**src/rtl/page_walker_pkg.sv**
```systemverilog
package page_walker_pkg;
  typedef enum logic [2:0] {
    ST_IDLE,
    ST_READ_L1,
    ST_READ_L2,
    ST_DONE,
    ST_FAULT
  } walkState_t;

  typedef struct packed {
    logic captureReq;   // latch VA and root frame, clear result
    logic loadNext;     // entry frame becomes next table base
    logic loadPpn;      // entry frame becomes the result
    logic levelSel;     // 0: first-level index, 1: second-level index
  } walkStrobes_t;
endpackage

```
**src/rtl/page_walker_ctrl.sv**
```systemverilog
module page_walker_ctrl
  import page_walker_pkg::*;
(
  input  logic         clk,
  input  logic         rstN,
  input  logic         reqValid,
  input  logic         memRspValid,
  input  logic         entryValid,
  output logic         reqReady,
  output logic         memReqValid,
  output logic         rspValid,
  output logic         rspFault,
  output logic [1:0]   rspLevel,
  output walkStrobes_t strobes
);
  walkState_t state, stateNext;
  logic [1:0] faultLvl, faultLvlNext;

  always_ff @(posedge clk) begin
    if (!rstN) begin
      state    <= ST_IDLE;
      faultLvl <= 2'd0;
    end else begin
      state    <= stateNext;
      faultLvl <= faultLvlNext;
    end
  end

  always_comb begin
    stateNext    = state;
    faultLvlNext = faultLvl;
    strobes      = '0;
    reqReady     = 1'b0;
    memReqValid  = 1'b0;
    rspValid     = 1'b0;
    rspFault     = 1'b0;
    rspLevel     = 2'd0;
    unique case (state)
      ST_IDLE: begin
        reqReady = 1'b1;
        if (reqValid) begin
          strobes.captureReq = 1'b1;
          faultLvlNext       = 2'd0;
          stateNext          = ST_READ_L1;
        end
      end
      ST_READ_L1: begin
        memReqValid = 1'b1;
        if (memRspValid) begin
          if (entryValid) begin
            strobes.loadNext = 1'b1;
            stateNext        = ST_READ_L2;
          end else begin
            faultLvlNext = 2'd1;
            stateNext    = ST_FAULT;
          end
        end
      end
      ST_READ_L2: begin
        memReqValid      = 1'b1;
        strobes.levelSel = 1'b1;
        if (memRspValid) begin
          if (entryValid) begin
            strobes.loadPpn = 1'b1;
            stateNext       = ST_DONE;
          end else begin
            faultLvlNext = 2'd2;
            stateNext    = ST_FAULT;
          end
        end
      end
      ST_DONE: begin
        rspValid  = 1'b1;
        stateNext = ST_IDLE;
      end
      ST_FAULT: begin
        rspValid  = 1'b1;
        rspFault  = 1'b1;
        rspLevel  = faultLvl;
        stateNext = ST_IDLE;
      end
      default: stateNext = ST_IDLE;
    endcase
  end
endmodule

```
**src/rtl/page_walker_dp.sv**
```systemverilog
module page_walker_dp
  import page_walker_pkg::*;
#(
  parameter int VA_W      = 32,
  parameter int PAGE_BITS = 12,
  parameter int LEVELS    = 2,
  parameter int PTE_BYTES = 4
) (
  input  logic                          clk,
  input  logic                          rstN,
  input  walkStrobes_t                  strobes,
  input  logic [VA_W-1:0]               reqVa,
  input  logic [VA_W-PAGE_BITS-1:0]     rootBase,
  input  logic [VA_W-1:0]               memRspData,
  output logic                          entryValid,
  output logic [VA_W-1:0]               memReqAddr,
  output logic [VA_W-PAGE_BITS-1:0]     rspPpn
);
  localparam int PN_W      = VA_W - PAGE_BITS;
  localparam int IDX_W     = PN_W / LEVELS;
  localparam int PTE_SHIFT = $clog2(PTE_BYTES);

  logic [PN_W-1:0]  vpnReg;
  logic [PN_W-1:0]  baseReg;
  logic [PN_W-1:0]  ppnReg;
  logic [IDX_W-1:0] idxField [LEVELS];
  logic [IDX_W-1:0] idxSel;

  for (genvar lv = 0; lv < LEVELS; lv++) begin : g_idx
    assign idxField[lv] = vpnReg[PN_W-1-lv*IDX_W -: IDX_W];
  end

  always_ff @(posedge clk) begin
    if (!rstN) begin
      vpnReg  <= '0;
      baseReg <= '0;
      ppnReg  <= '0;
    end else begin
      if (strobes.captureReq) begin
        vpnReg  <= reqVa[VA_W-1:PAGE_BITS];
        baseReg <= rootBase;
        ppnReg  <= '0;
      end
      if (strobes.loadNext) baseReg <= memRspData[VA_W-1:PAGE_BITS];
      if (strobes.loadPpn)  ppnReg  <= memRspData[VA_W-1:PAGE_BITS];
    end
  end

  assign idxSel     = strobes.levelSel ? idxField[1] : idxField[0];
  assign memReqAddr = {baseReg, {PAGE_BITS{1'b0}}} + (VA_W'(idxSel) << PTE_SHIFT);
  assign entryValid = memRspData[0];
  assign rspPpn     = ppnReg;
endmodule

```
**src/rtl/page_walker.sv**
```systemverilog
module page_walker
  import page_walker_pkg::*;
#(
  parameter int VA_W      = 32,
  parameter int PAGE_BITS = 12,
  parameter int LEVELS    = 2,
  parameter int PTE_BYTES = 4
) (
  input  logic                      clk,
  input  logic                      rstN,
  input  logic                      reqValid,
  output logic                      reqReady,
  input  logic [VA_W-1:0]           reqVa,
  input  logic [VA_W-PAGE_BITS-1:0] rootBase,
  output logic                      memReqValid,
  output logic [VA_W-1:0]           memReqAddr,
  input  logic                      memRspValid,
  input  logic [VA_W-1:0]           memRspData,
  output logic                      rspValid,
  output logic                      rspFault,
  output logic [1:0]                rspLevel,
  output logic [VA_W-PAGE_BITS-1:0] rspPpn
);
  walkStrobes_t strobes;
  logic         entryValid;

  page_walker_ctrl u_ctrl (
    .clk(clk), .rstN(rstN), .reqValid(reqValid), .memRspValid(memRspValid),
    .entryValid(entryValid), .reqReady(reqReady), .memReqValid(memReqValid),
    .rspValid(rspValid), .rspFault(rspFault), .rspLevel(rspLevel),
    .strobes(strobes)
  );

  page_walker_dp #(
    .VA_W(VA_W), .PAGE_BITS(PAGE_BITS), .LEVELS(LEVELS), .PTE_BYTES(PTE_BYTES)
  ) u_dp (
    .clk(clk), .rstN(rstN), .strobes(strobes), .reqVa(reqVa),
    .rootBase(rootBase), .memRspData(memRspData), .entryValid(entryValid),
    .memReqAddr(memReqAddr), .rspPpn(rspPpn)
  );
endmodule

```
**config.mk**
```make
export PLATFORM = sky130hd
export DESIGN_NAME = page_walker
export DESIGN_NICKNAME = d
export VERILOG_FILES = /design/src/rtl/page_walker_pkg.sv /design/src/rtl/page_walker_ctrl.sv /design/src/rtl/page_walker_dp.sv /design/src/rtl/page_walker.sv
export SDC_FILE = /design/constraint.sdc
export NUM_CORES = 1
export LEC_CHECK = 0
export ABC_AREA = 1
export BUFFER_PORTS_ARGS = -buffer_cell sky130_fd_sc_hd__buf_4
export CELL_PAD_IN_SITES_DETAIL_PLACEMENT = 1
export CELL_PAD_IN_SITES_GLOBAL_PLACEMENT = 1
export CORE_ASPECT_RATIO = 1.2
export CORE_UTILIZATION = 32
export CTS_CLUSTER_SIZE = 25
export DETAILED_ROUTE_END_ITERATION = 10
export PLACE_DENSITY_LB_ADDON = 0.1
export SYNTH_ARGS = -nofsm -noshare
export SYNTH_HDL_FRONTEND = slang
export SYNTH_SLANG_ARGS = --single-unit
```
**constraint.sdc**
```tcl
create_clock -name clk -period 2.2 [get_ports clk]
set_input_delay 0.11 -clock clk [delete_from_list [all_inputs] [get_ports clk]]
set_output_delay 0.11 -clock clk [all_outputs]
set_load 0.005 [all_outputs]
```
### Yosys cells after proc, flatten, opt, wreduce, memory -nomap -nowiden

Cells that the tools add are included.

* register bits: 65
* input port bits: 88
* output and inout bits: 58
* word-level logic and storage cells: 51

* add/sub/neg operators: 1
* equality and inequality tests: 9
* mux-type cells: 28
* reduce and logical (&&, ||, !) cells: 8

Operators by type and width (number)
* 2-to-1 mux 20 bit: 4
* adder 32 x 12 -> 32 bit: 1
* 2-to-1 mux 3 bit: 5
* 2-to-1 mux 2 bit: 7
* 2-to-1 mux 10 bit: 1
* != test 2 bit (second input constant): 5
* 2-to-1 mux 1 bit: 9
* case mux 3 bit (3 select lines): 1
* equality test 3 x 2 -> 1 bit (second input constant): 2
* case mux 2 bit (3 select lines): 1
* AND reduction 6 bit: 1
* nonzero test 2 bit: 2
* OR reduction 2 bit: 2
* equality test 3 x 1 -> 1 bit (second input constant): 1
* equality test 3 bit (second input constant): 1
* logical NOT 3 bit: 1
* AND reduction 3 bit: 1
* nonzero test 3 bit: 1

### Longest topological paths before layout

Gate-level depths: netlist of the first run.

* word-level depth: 5
* gate-level depth with buffers: 10
* mapped depth without buffers: 9

### Hierarchy

Synthesis of the first run repeated with hierarchy kept, for this count alone.

* cell total of the unflattened synthesis: 433
* area, all modules: 2946.6 um^2

By module, submodules not included
* page_walker_dp: times used 1, cells an instance 371, area an instance 2524.9 um^2, sequential area each 1201.2 um^2
* page_walker_ctrl: times used 1, cells an instance 62, area an instance 421.7 um^2, sequential area each 100.1 um^2

### Worst setup path after synthesis of the first run

No wires, ideal clock.

* path type: register to register
* start: reg u_ctrl.state[0]
* end: reg u_dp.ppnReg[0], in the netlist u_dp.rspPpn[0]
* library setup time: 132 ps
* data arrival time: 1108 ps
* data required time: 2068 ps
* setup slack: 959 ps
* cell stages (with the launch flop): 10
* path buffers: 1
* period minus slack after synthesis: 1241 ps
* cell sequence: dfxtp_1 -> nor2_4 -> nand2_2 -> nor2_1 -> inv_1 -> nand2_1 -> inv_2 -> buf_4 -> nand2_1 -> a21oi_1

* longest elaborated chain between the ends: 3
* elaborated cells between the ends (all ways): 6
* classes of those cells: eq/ne (1); mux (3); reduce/logical (2)

Ends and longest elaborated chain
* start, declared: line page_walker_ctrl.sv:16 `walkState_t state, stateNext;`
* start signal, assigned: line page_walker_ctrl.sv:24 `state <= stateNext;`
* equality test 3 x 2 -> 1 bit / logical NOT 3 bit (equally long branches): line page_walker_ctrl.sv:38 `unique case (state)`
* 2-to-1 mux 2 bit / 2-to-1 mux 1 bit (equally long branches): line page_walker_ctrl.sv:38
* 2-to-1 mux 20 bit / nonzero test 2 bit (equally long branches)
* end signal, assigned: line page_walker_dp.sv:45 `if (strobes.loadPpn) ppnReg <= memRspData[VA_W-1:PAGE_BITS];`
* end, declared: line page_walker_dp.sv:25 `logic [PN_W-1:0] ppnReg;`

Parallel ways exist; a longest one is shown, timed or not.
A chain may end at the register's enable or synchronous reset.

### Worst setup path after layout of the first run

* start: reg u_ctrl.state[0]
* end: reg u_dp.baseReg[8]

* longest elaborated chain between the ends: 3
* elaborated cells between the ends (all ways): 6
* classes of those cells: eq/ne (1); mux (3); reduce/logical (2)

Ends and longest elaborated chain
* equality test 3 x 1 -> 1 bit / logical NOT 3 bit (equally long branches): line page_walker_ctrl.sv:38
* 2-to-1 mux 1 bit: line page_walker_ctrl.sv:38
* 2-to-1 mux 20 bit / nonzero test 2 bit (equally long branches)
* end signal, assigned: line page_walker_dp.sv:41 `baseReg <= rootBase;`
* end signal, assigned: line page_walker_dp.sv:44 `if (strobes.loadNext) baseReg <= memRspData[VA_W-1:PAGE_BITS];`
* end, declared: line page_walker_dp.sv:24 `logic [PN_W-1:0] baseReg;`

Parallel ways exist; a longest one is shown, timed or not.

==> results.json, run 1 <==
{
  "run_status": "complete, no violations",
  "num-fill-cells": 1044,
  "ys_seq_area_share_pct": 48.2,
  "die-height_um": 103,
  "totalNegativeSetupSlack_ns": 0,
  "vias_after_detailed_routing": 2923,
  "post_drt_via_cell_ratio": 4.65,
  "critical_path.slowest_cell": "sky130_fd_sc_hd__dfxtp_1",
  "final_hold_viol_count": 0,
  "gp_weighted_congestion": 0.818,
  "n_antenna_cell": 0,
  "grt-ovfl-total": 0,
  "number_of_max_cap_violations": 0,
  "die-width_um": 85.8,
  "dp_hpwl_um": 5740,
  "busiest_layer": "met2",
  "mappedNetlistArea_um2": 2700,
  "setup.worst_path.class": "register to register",
  "grt_use_met3_pct": 4.32,
  "clk_latency_ns": 0.34,
  "final_nets": 599,
  "worst_r2r_path_depth": 6,
  "grt.met2_usage_pct": 34.0,
  "clk_path_buf_depth": 2,
  "layout_min_cycle_time_ns": 1.72,
  "final-setup-viol-count": 0,
  "cp_data_arrival_time_ns": 1.94,
  "yosys_register_bits": 65,
  "cp_common_cell": "sky130_fd_sc_hd__nor2_1",
  "path_clk_slew_ns": 0.07,
  "cts-resized-gates": 0,
  "met1_usage_pct": 24.7,
  "p_per_area_nw_per_um2": 681,
  "core.rowCount": 36,
  "buffer_ports.inserted": 120,
  "timing.final.crit_share_pct": 78.4,
  "final.setup_skew_ns": 0.0106,
  "drt.antenna.violating_nets": 0,
  "fmax_mhz": 580,
  "worst-endpoint-required_ns": 2.42,
  "die-area_um2": 8800,
  "critical-path-max-stage-delay_ns": 0.49,
  "initial_core_utilization_pct": 33.1,
  "hold_path.startpoint": "reqVa[29]",
  "tritoncts.num_buffers": 9,
  "initial_detailed_routing_violation_count": 74,
  "synth_cell_type_count": 19,
  "routedWlPerCell_um": 13.2,
  "worst_setup_path_end_kind": "register",
  "worst_hold_path_type": "primary input to register",
  "initial_antenna_violation_count": 0,
  "io-pin-count": 146,
  "setup_slack_reg_to_reg_ns": 0.48,
  "post_synth.cell_area_avg_um2": 6.97,
  "maxSlewViolCount": 0,
  "cts.htree.levels": 3,
  "min_delay_worst_endpoint": "u_dp.idxField[17]",
  "worst_r2r_startpoint": "u_ctrl.state[0]",
  "grt.total_usage_pct": 20.1,
  "grt_max_degree": 31,
  "detailedRoute.firstPassIterationCount": 4,
  "critical_path.reg2reg.endpoint": "u_dp.baseReg[8]",
  "clock_tree_from_tritoncts": "yes",
  "numClockSinks": 65,
  "kind_of_start_point_of_the_critical_path": "register",
  "path_max_fanout": 20,
  "drt-total-wl_um": 8300,
  "grt_pass1_vias": 2956,
  "wire_length_of_the_first_global_routing_pass_um": 13700,
  "final_routed_drc_violation_total": 0,
  "rsz_0062_raised_after_global_routing": "no",
  "drive_above_1_share_pct": 29.3,
  "power.total_mw": 2.69,
  "fp.coreArea_um2": 8150,
  "cts.root.buffer_cell": "sky130_fd_sc_hd__clkbuf_8",
  "vdd.ir_drop.worst_mv": 0.303,
  "crit_chain": "nand3_1, nor2_2, nor2_1, buf_4, a21oi_1, nor2_1",
  "static-leakage-power_nw": 1.87,
  "timing.hold.worst_path_depth": 3,
  "synth-warning-count": 0,
  "post_synthesis_instance_total": 387,
  "area_delta_synth_final_pct": 46.5
}
## sequential cells by signal, summed over array words and instances (netlist names)
name	flops
u_ctrl.faultLvl	2
u_ctrl.state	3
u_dp.baseReg	20
u_dp.idxField	20
u_dp.rspPpn	20
## synthesized netlist by cell type, drive strengths merged
master	count	share of area (%)
buf	16	3.7
a21oi	52	9.6
nor2	53	8.0
dfxtp	65	48
nand3	9	1.7
clkbuf	8	1.1
clkinv	1	0.14
inv	24	3.3
nand2	123	17
nor4	1	0.23
nand4	3	0.70
conb	1	0.14
nor3	1	0.19
o21ai	30	5.6
## layer usage
metal,vias to the layer above,routed length (µm)
met5,-,0
met4,0,142
met3,12,454
met2,85,4030
met1,1356,3680
li1,1470,-
## how the worst max path moves through the flow
stage / startpoint / slack (ns) / endpoint / cells past startpoint
final: u_ctrl.state[0] / 0.48 / u_dp.baseReg[8] / 6
after global placement: u_ctrl.state[0] / 0.54 / u_dp.baseReg[3] / 6
after global routing: u_ctrl.state[0] / 0.30 / u_dp.baseReg[10] / 7
after detailed placement: u_ctrl.state[0] / 0.48 / u_dp.baseReg[8] / 6
after floorplan: u_ctrl.state[0] / 0.96 / u_dp.rspPpn[0] / 9
after CTS: u_ctrl.state[0] / 0.45 / u_dp.baseReg[8] / 6
## cells by family (layout without fill, tap and decap cells)
| group | Yosys count | in the layout | synth area share, % |
|---|---|---|---|
| other | 1 | 2 | 0.139 |
| AO/OA/AOI/OAI | 82 | 82 | 15.2 |
| AND/OR/NAND/NOR | 190 | 190 | 28.1 |
| flip-flops | 65 | 65 | 48.2 |
| buffers and inverters | 49 | 176 | 8.30 |
## critical path, delay by kind of cell, from the launching register on
family | cells | cell delay, ns
buf+inv | 1 | 0.23
simple gates | 4 | 0.72
compound gates | 1 | 0.16
flops | 1 | 0.49
## metrics by stage
stage               utilization (%)  instances  hold WS, ns  worst slack (ns)  instance area, µm²
finish                         48.5        629       0.0185             0.476                3950
global route                   48.5        629       0.0142             0.301                3950
CTS                            48.5        629      0.00738             0.449                3950
detailed placement             45.3        606        0.327             0.477                3690
global placement               45.3        606        0.322             0.535                3690
floorplan                         -        388        0.187             0.959                2700
## where the power goes
| group | switching, mW | internal [mW] |
|---|---|---|
| Sequential | 0.0356 | 1.25 |
| Clock | 0.444 | 0.494 |
| Combinational | 0.241 | 0.230 |
## cells in the final DEF, fill, tap and decap left out, types with 2 or more instances in the layout
master,instances
sky130_fd_sc_hd__clkbuf_8,12
sky130_fd_sc_hd__inv_1,21
sky130_fd_sc_hd__nor2_1,49
sky130_fd_sc_hd__nor2_2,2
sky130_fd_sc_hd__inv_2,3
sky130_fd_sc_hd__nand4_1,3
sky130_fd_sc_hd__dfxtp_1,65
sky130_fd_sc_hd__o21ai_0,30
sky130_fd_sc_hd__nand2_1,121
sky130_fd_sc_hd__buf_4,127
sky130_fd_sc_hd__nand3_1,9
sky130_fd_sc_hd__nand2_2,2
sky130_fd_sc_hd__dlygate4sd3_1,8
sky130_fd_sc_hd__nor2_4,2
sky130_fd_sc_hd__a21oi_1,52
sky130_fd_sc_hd__conb_1,2
## area by class of cell
| type | count | area [µm²] | share of cell area [%] |
|---|---|---|---|
| flip-flops and latches | 65 | 1300 | 32.9 |
| multi-input cells | 274 | 1180 | 29.8 |
| repair buffers | 136 | 1050 | 26.7 |
| clock buffers | 13 | 169 | 4.27 |
| well taps | 114 | 143 | 3.61 |
| inverters | 25 | 93.8 | 2.37 |
| clock inverters | 2 | 12.5 | 0.317 |
## what timing repair did
action                    in CTS  in global routing
buffers inserted               0                  0
hold buffers                   8                  0
hold endpoints to repair       8                  0
(Power assumes the default switching activity.)
==> run 2: changes to the inputs <==
--- a/config.mk
+++ b/config.mk
@@ -10,7 +10,7 @@
 export CELL_PAD_IN_SITES_DETAIL_PLACEMENT = 1
 export CELL_PAD_IN_SITES_GLOBAL_PLACEMENT = 1
 export CORE_ASPECT_RATIO = 1.2
-export CORE_UTILIZATION = 32
+export CORE_UTILIZATION = 27
 export CTS_CLUSTER_SIZE = 25
 export DETAILED_ROUTE_END_ITERATION = 10
 export PLACE_DENSITY_LB_ADDON = 0.1
==> constraint.sdc (replaced) <==
create_clock -name clk -period 1.4 [get_ports clk]
set_input_delay 0.07 -clock clk [delete_from_list [all_inputs] [get_ports clk]]
set_output_delay 0.07 -clock clk [all_outputs]
set_load 0.005 [all_outputs]
==> run 2 against run 1 <==
  * The flow now finishes with violations (setup timing)
  * Via count up 1.3%
  * Sequential power up 58%
  * Design area rose by 9.8%
  * Flip-flop and latch count is the same
==> results.json, run 2 (synthesis gave the netlist of run 1 again) <==
{
  "grt_max_degree": 34,
  "setup_slack_ns": -0.0105,
  "area_delta_synth_final_pct": 60.9,
  "final_area_um2": 4340,
  "clkPwrFrac_pct": 43.6,
  "dp_hpwl_um": 6250,
  "violations_in_the_final_reports": "setup timing",
  "seq_power_share_pct": 39.5,
  "num-fill-cells": 1197,
  "combPwrFrac_pct": 16.8,
  "drive_above_1_share_pct": 35.7,
  "n_antenna_cell": 0,
  "worstSetupPathDepth": 6,
  "placed_cells_incl_taps": 621,
  "number_of_max_cap_violations": 0,
  "cpLargestDelayFamily": "flip-flops",
  "fp.coreArea_um2": 9610,
  "kind_of_start_point_of_the_critical_path": "register",
  "final_hold_viol_count": 0,
  "detailed_place.area_um2": 3800,
  "utilization_pct": 45.2,
  "initial_core_utilization_pct": 28.1,
  "clk_path_buf_depth": 2,
  "power.total_mw": 5.11,
  "clk_latency_ns": 0.33,
  "timing.final.crit_share_pct": 101,
  "path_clk_slew_ns": 0.06,
  "grt-ovfl-total": 0,
  "layout_commonest_cell": "sky130_fd_sc_hd__buf_4",
  "gp_weighted_congestion": 0.824,
  "run_status": "finished with violations",
  "die-height_um": 111,
  "setup.worst_path.class": "register to primary output",
  "maxSlewViolCount": 0,
  "layout_min_cycle_time_ns": 1.41,
  "core.rowCount": 39,
  "worst_hold_path_type": "primary input to register",
  "timing.hold.worst_path_depth": 3,
  "final.setup_skew_ns": 0.00985,
  "post_drt_via_cell_ratio": 4.54,
  "critPathBufInv": 2,
  "final-setup-viol-count": 1,
  "worst-endpoint-required_ns": 1.33,
  "cp_data_arrival_time_ns": 1.34,
  "internal_power_mw": 3.79,
  "buffer_ports.inserted": 120,
  "total_switching_power_mw": 1.33,
  "grt_pass1_vias": 3079,
  "critical_path.slowest_cell": "sky130_fd_sc_hd__dfxtp_2",
  "p_per_area_nw_per_um2": 1180,
  "grt.total_usage_pct": 17.8,
  "vdd.ir_drop.worst_mv": 0.572,
  "critical-path-max-stage-delay_ns": 0.34,
  "drt.antenna.violating_nets": 0,
  "stdcell_count": 652,
  "cts.root.buffer_cell": "sky130_fd_sc_hd__clkbuf_16",
  "vias_after_detailed_routing": 2962,
  "fmax_mhz": 709,
  "netSwitchingFraction_pct": 26.0,
  "numClockSinks": 65,
  "top_library_cells_by_usage_in_the_layout_fill_and_taps_aside": "131 x sky130_fd_sc_hd__buf_4, 119 x sky130_fd_sc_hd__nand2_1, 63 x sky130_fd_sc_hd__dfxtp_1, 47 x sky130_fd_sc_hd__nor2_1, 47 x sky130_fd_sc_hd__a21oi_1",
  "io-pin-count": 146,
  "final_nets": 612,
  "tritoncts.num_buffers": 9,
  "final_routed_drc_violation_total": 0,
  "routedWlPerCell_um": 13.6,
  "crit_chain": "nor2_4, nand2_2, buf_12, nand2_1, o21ai_2, buf_4",
  "wire_length_of_the_first_global_routing_pass_um": 14400,
  "initial_detailed_routing_violation_count": 84,
  "die-area_um2": 10400,
  "worst_r2r_path_depth": 10,
  "worst_setup_path_end_kind": "primary output",
  "ff_latch_area_um2": 1300,
  "path_max_fanout": 22,
  "multi_input_area_um2": 1270,
  "die-width_um": 93.2,
  "detailedRoute.firstPassIterationCount": 4,
  "placement.setup.worst_slack_ns": 0.0311,
  "static-leakage-power_nw": 2.03,
  "cts.htree.levels": 3,
  "drt-total-wl_um": 8900,
  "initial_antenna_violation_count": 0,
  "clock_tree_from_tritoncts": "yes",
  "rsz_0062_raised_after_global_routing": "yes"
}
==> run 2: final timing paths <==
path / start / to / slack (ns)
max reg2reg: u_ctrl.state[0] / u_dp.rspPpn[5] / 0.02
min: reqVa[15] / u_dp.idxField[3] / 0.007
min reg2reg: u_dp.idxField[2] / u_dp.idxField[2] / 0.45
max: u_ctrl.state[0] / memReqAddr[10] / -0.01
==> run 2: metrics by stage <==
stage / hold slack [ns] / setup TNS (ns)
6_report: 0.00698 / -0.0105
5_1_grt: 0.00880 / -3.10
3_3_place_gp: 0.285 / 0
2_1_floorplan: 0.147 / 0
4_1_cts: 0.00227 / -0.0249
3_5_place_dp: 0.287 / 0
==> run 2: area by class of cell <==
type | instances | area share (%)
inverters | 25 | 2.16
multi-input cells | 274 | 29.2
clock buffers | 10 | 5.28
flip-flops and latches | 65 | 30.0
well taps | 123 | 3.55
repair buffers | 149 | 28.2
clock inverters | 6 | 1.56
==> run 2: tightest hold or removal path: stages <==
cell and delay, ns:
sky130_fd_sc_hd__buf_4 0.07, sky130_fd_sc_hd__o21ai_1 0.05, sky130_fd_sc_hd__a21oi_1 0.09
==> run 2: layer usage <==
| metal | vias to the layer above | track usage, % | wire length, µm |
|---|---|---|---|
| li1 | 1498 | - | - |
| met1 | 1385 | 19.6 | 3650 |
| met2 | 72 | 32.7 | 4690 |
| met3 | 7 | 4.17 | 452 |
| met4 | 0 | 6.46 | 103 |
| met5 | - | 0 | 0 |
==> run 2: what timing repair did <==
action,CTS,global route
pin swaps,1,1
setup buffers,2,2
hold endpoints to repair,11,0
setup endpoints to repair,14,69
resized for setup,21,31
hold buffers,11,0
==> run 2: power groups by stage <==
stage	clock network (mW)	registers (mW)	logic (mW)
after detailed placement	0	2.06	0.782
after floorplan	0	2.05	0.363
final	2.23	2.02	0.861
after global placement	0	2.05	0.771
after global routing	2.37	2.04	0.956
after CTS	2.29	2.02	0.839
==> run 3: changes to the inputs <==
--- a/config.mk
+++ b/config.mk
@@ -14,6 +14,7 @@
 export CTS_CLUSTER_SIZE = 25
 export DETAILED_ROUTE_END_ITERATION = 10
 export PLACE_DENSITY_LB_ADDON = 0.1
+export SETUP_SLACK_MARGIN = 0.15
 export SYNTH_ARGS = -nofsm -noshare
 export SYNTH_HDL_FRONTEND = slang
 export SYNTH_SLANG_ARGS = --single-unit
==> run 3 against run 2 <==
  * The flow still finishes with violations (setup timing)
  * Non-clock buffer count increased by 4
  * Total power increased by 1.3%
  * Critical path depth unchanged
  * Hold slack about the same
  * Global-route usage about the same
  * Routed wire length increased by 2.8%
  * Critical path type unchanged
  * Critical endpoint unchanged
  * Largest cell class is now multi-input gates
==> results.json, run 3 (synthesis gave the netlist of run 1 again) <==
{
  "number_of_max_cap_violations": 0,
  "gp_weighted_congestion": 0.824,
  "die-area_um2": 10400,
  "grt.total_usage_pct": 17.8,
  "die-width_um": 93.2,
  "maxSlewViolCount": 0,
  "final_routed_drc_violation_total": 0,
  "vias_after_detailed_routing": 3007,
  "setup_slack_reg_to_reg_ns": -0.01,
  "static-leakage-power_nw": 2.07,
  "tritoncts.num_buffers": 9,
  "die-height_um": 111,
  "kind_of_start_point_of_the_critical_path": "register",
  "path_max_fanout": 22,
  "grt-ovfl-total": 0,
  "drive_above_1_share_pct": 40.7,
  "wire_length_of_the_first_global_routing_pass_um": 14400,
  "worst-endpoint-required_ns": 1.33,
  "totalNegativeSetupSlack_ns": -0.257,
  "buffer_ports.inserted": 120,
  "layout_commonest_cell": "sky130_fd_sc_hd__buf_4",
  "cts.htree.levels": 3,
  "final-setup-viol-count": 17,
  "vdd.ir_drop.worst_mv": 0.593,
  "final.setup_skew_ns": 0.00847,
  "drt-total-wl_um": 9150,
  "post_drt_via_cell_ratio": 4.58,
  "fp.coreArea_um2": 9610,
  "cp_data_arrival_time_ns": 1.38,
  "io-pin-count": 146,
  "grt_pass1_vias": 3088,
  "violations_in_the_final_reports": "setup timing",
  "initial_core_utilization_pct": 28.1,
  "clk_latency_ns": 0.33,
  "grt_max_degree": 34,
  "n_antenna_cell": 0,
  "dp_hpwl_um": 6250,
  "multi_input_area_um2": 1340,
  "initial_detailed_routing_violation_count": 96,
  "critical-path-max-stage-delay_ns": 0.36,
  "timing.final.crit_share_pct": 103,
  "num-fill-cells": 1192,
  "worst_hold_path_type": "primary input to register",
  "routedWlPerCell_um": 13.9,
  "clk_path_buf_depth": 2,
  "rsz_0062_raised_after_global_routing": "yes",
  "ff_latch_area_um2": 1310,
  "core.rowCount": 39,
  "utilization_pct": 46.7,
  "fmax_mhz": 691,
  "critical_path.slowest_cell": "sky130_fd_sc_hd__dfxtp_4",
  "numClockSinks": 65,
  "worst_setup_path_end_kind": "primary output",
  "critPathBufInv": 2,
  "layout_min_cycle_time_ns": 1.45,
  "initial_antenna_violation_count": 0,
  "setup_slack_ns": -0.0476,
  "final.hold.worst_slack_ns": 0.00729,
  "cts.root.buffer_cell": "sky130_fd_sc_hd__clkbuf_16",
  "path_clk_slew_ns": 0.06,
  "placement.setup.worst_slack_ns": 0.0311,
  "top_library_cells_by_usage_in_the_layout_fill_and_taps_aside": "129 x sky130_fd_sc_hd__buf_4, 109 x sky130_fd_sc_hd__nand2_1, 63 x sky130_fd_sc_hd__dfxtp_1, 43 x sky130_fd_sc_hd__a21oi_1, 41 x sky130_fd_sc_hd__nor2_1",
  "clock_tree_from_tritoncts": "yes",
  "final_hold_viol_count": 0,
  "crit_chain": "nor2_4, nand2_2, buf_12, nand2_1, o21ai_2, buf_4",
  "p_per_area_nw_per_um2": 1150,
  "detailedRoute.firstPassIterationCount": 4,
  "setup.worst_path.class": "register to primary output",
  "run_status": "finished with violations",
  "drt.antenna.violating_nets": 0,
  "final_nets": 616,
  "cpLargestDelayFamily": "flip-flops",
  "area_delta_synth_final_pct": 66.5
}
run 3: timing repair:
action	in CTS	in global routing
hold buffers	12	0
gates resized for setup	44	42
pin swaps	1	3
cloned	0	1
endpoints found under the setup margin	77	81
setup buffers	2	4
hold endpoints to repair	12	0
run 3: report_power, final:
part	leakage (nW)	total (mW)	internal, mW	switching, mW
registers	0.534	2.02	1.96	0.0586
clock network	0.139	2.24	1.38	0.853
logic	1.40	0.923	0.470	0.452
run 3: per-layer routing:
metal / track usage [%] / part of all wire [%] / vias to the layer above / wire length, µm
li1: - / - / 1507 / -
met1: 19.5 / 40 / 1409 / 3700
met2: 32.6 / 53 / 82 / 4820
met3: 4.17 / 5.5 / 9 / 503
met4: 6.46 / 1.3 / 0 / 121
met5: 0 / 0 / - / 0
run 3: worst register-to-register path: cells and delay by family (launching register included):
family                 cells  cell delay [ns]
and+or+nand+nor            5             0.48
AOI/OAI and AO/OA          1             0.05
buffers and inverters      4             0.41
DFF                        1             0.36
run 3: stage by stage:
stage / power (mW) / instance area [µm²] / cells
3_3_place_gp: 2.82 / 3800 / 621
2_1_floorplan: 2.41 / 2700 / 388
5_1_grt: 5.42 / 4490 / 656
4_1_cts: 5.17 / 4310 / 651
3_5_place_dp: 2.84 / 3800 / 621
6_report: 5.18 / 4490 / 656
run 3: final timing paths:
check                                       from                to  cells past startpoint
worst min-delay path                   reqVa[16]  u_dp.idxField[4]                      3
worst min register to register  u_dp.idxField[2]  u_dp.idxField[2]                      2
worst max-delay path             u_ctrl.state[0]    memReqAddr[10]                      6
worst max register to register   u_ctrl.state[0]    u_dp.rspPpn[3]                     10
run 3: layout make-up:
type                    instances  area share (%)
multi-input cells             274            29.9
clock buffers                  10            5.10
well taps                     123            3.43
inverters                      25            2.20
repair buffers                153            28.7
clock inverters                 6            1.50
flip-flops and latches         65            29.1
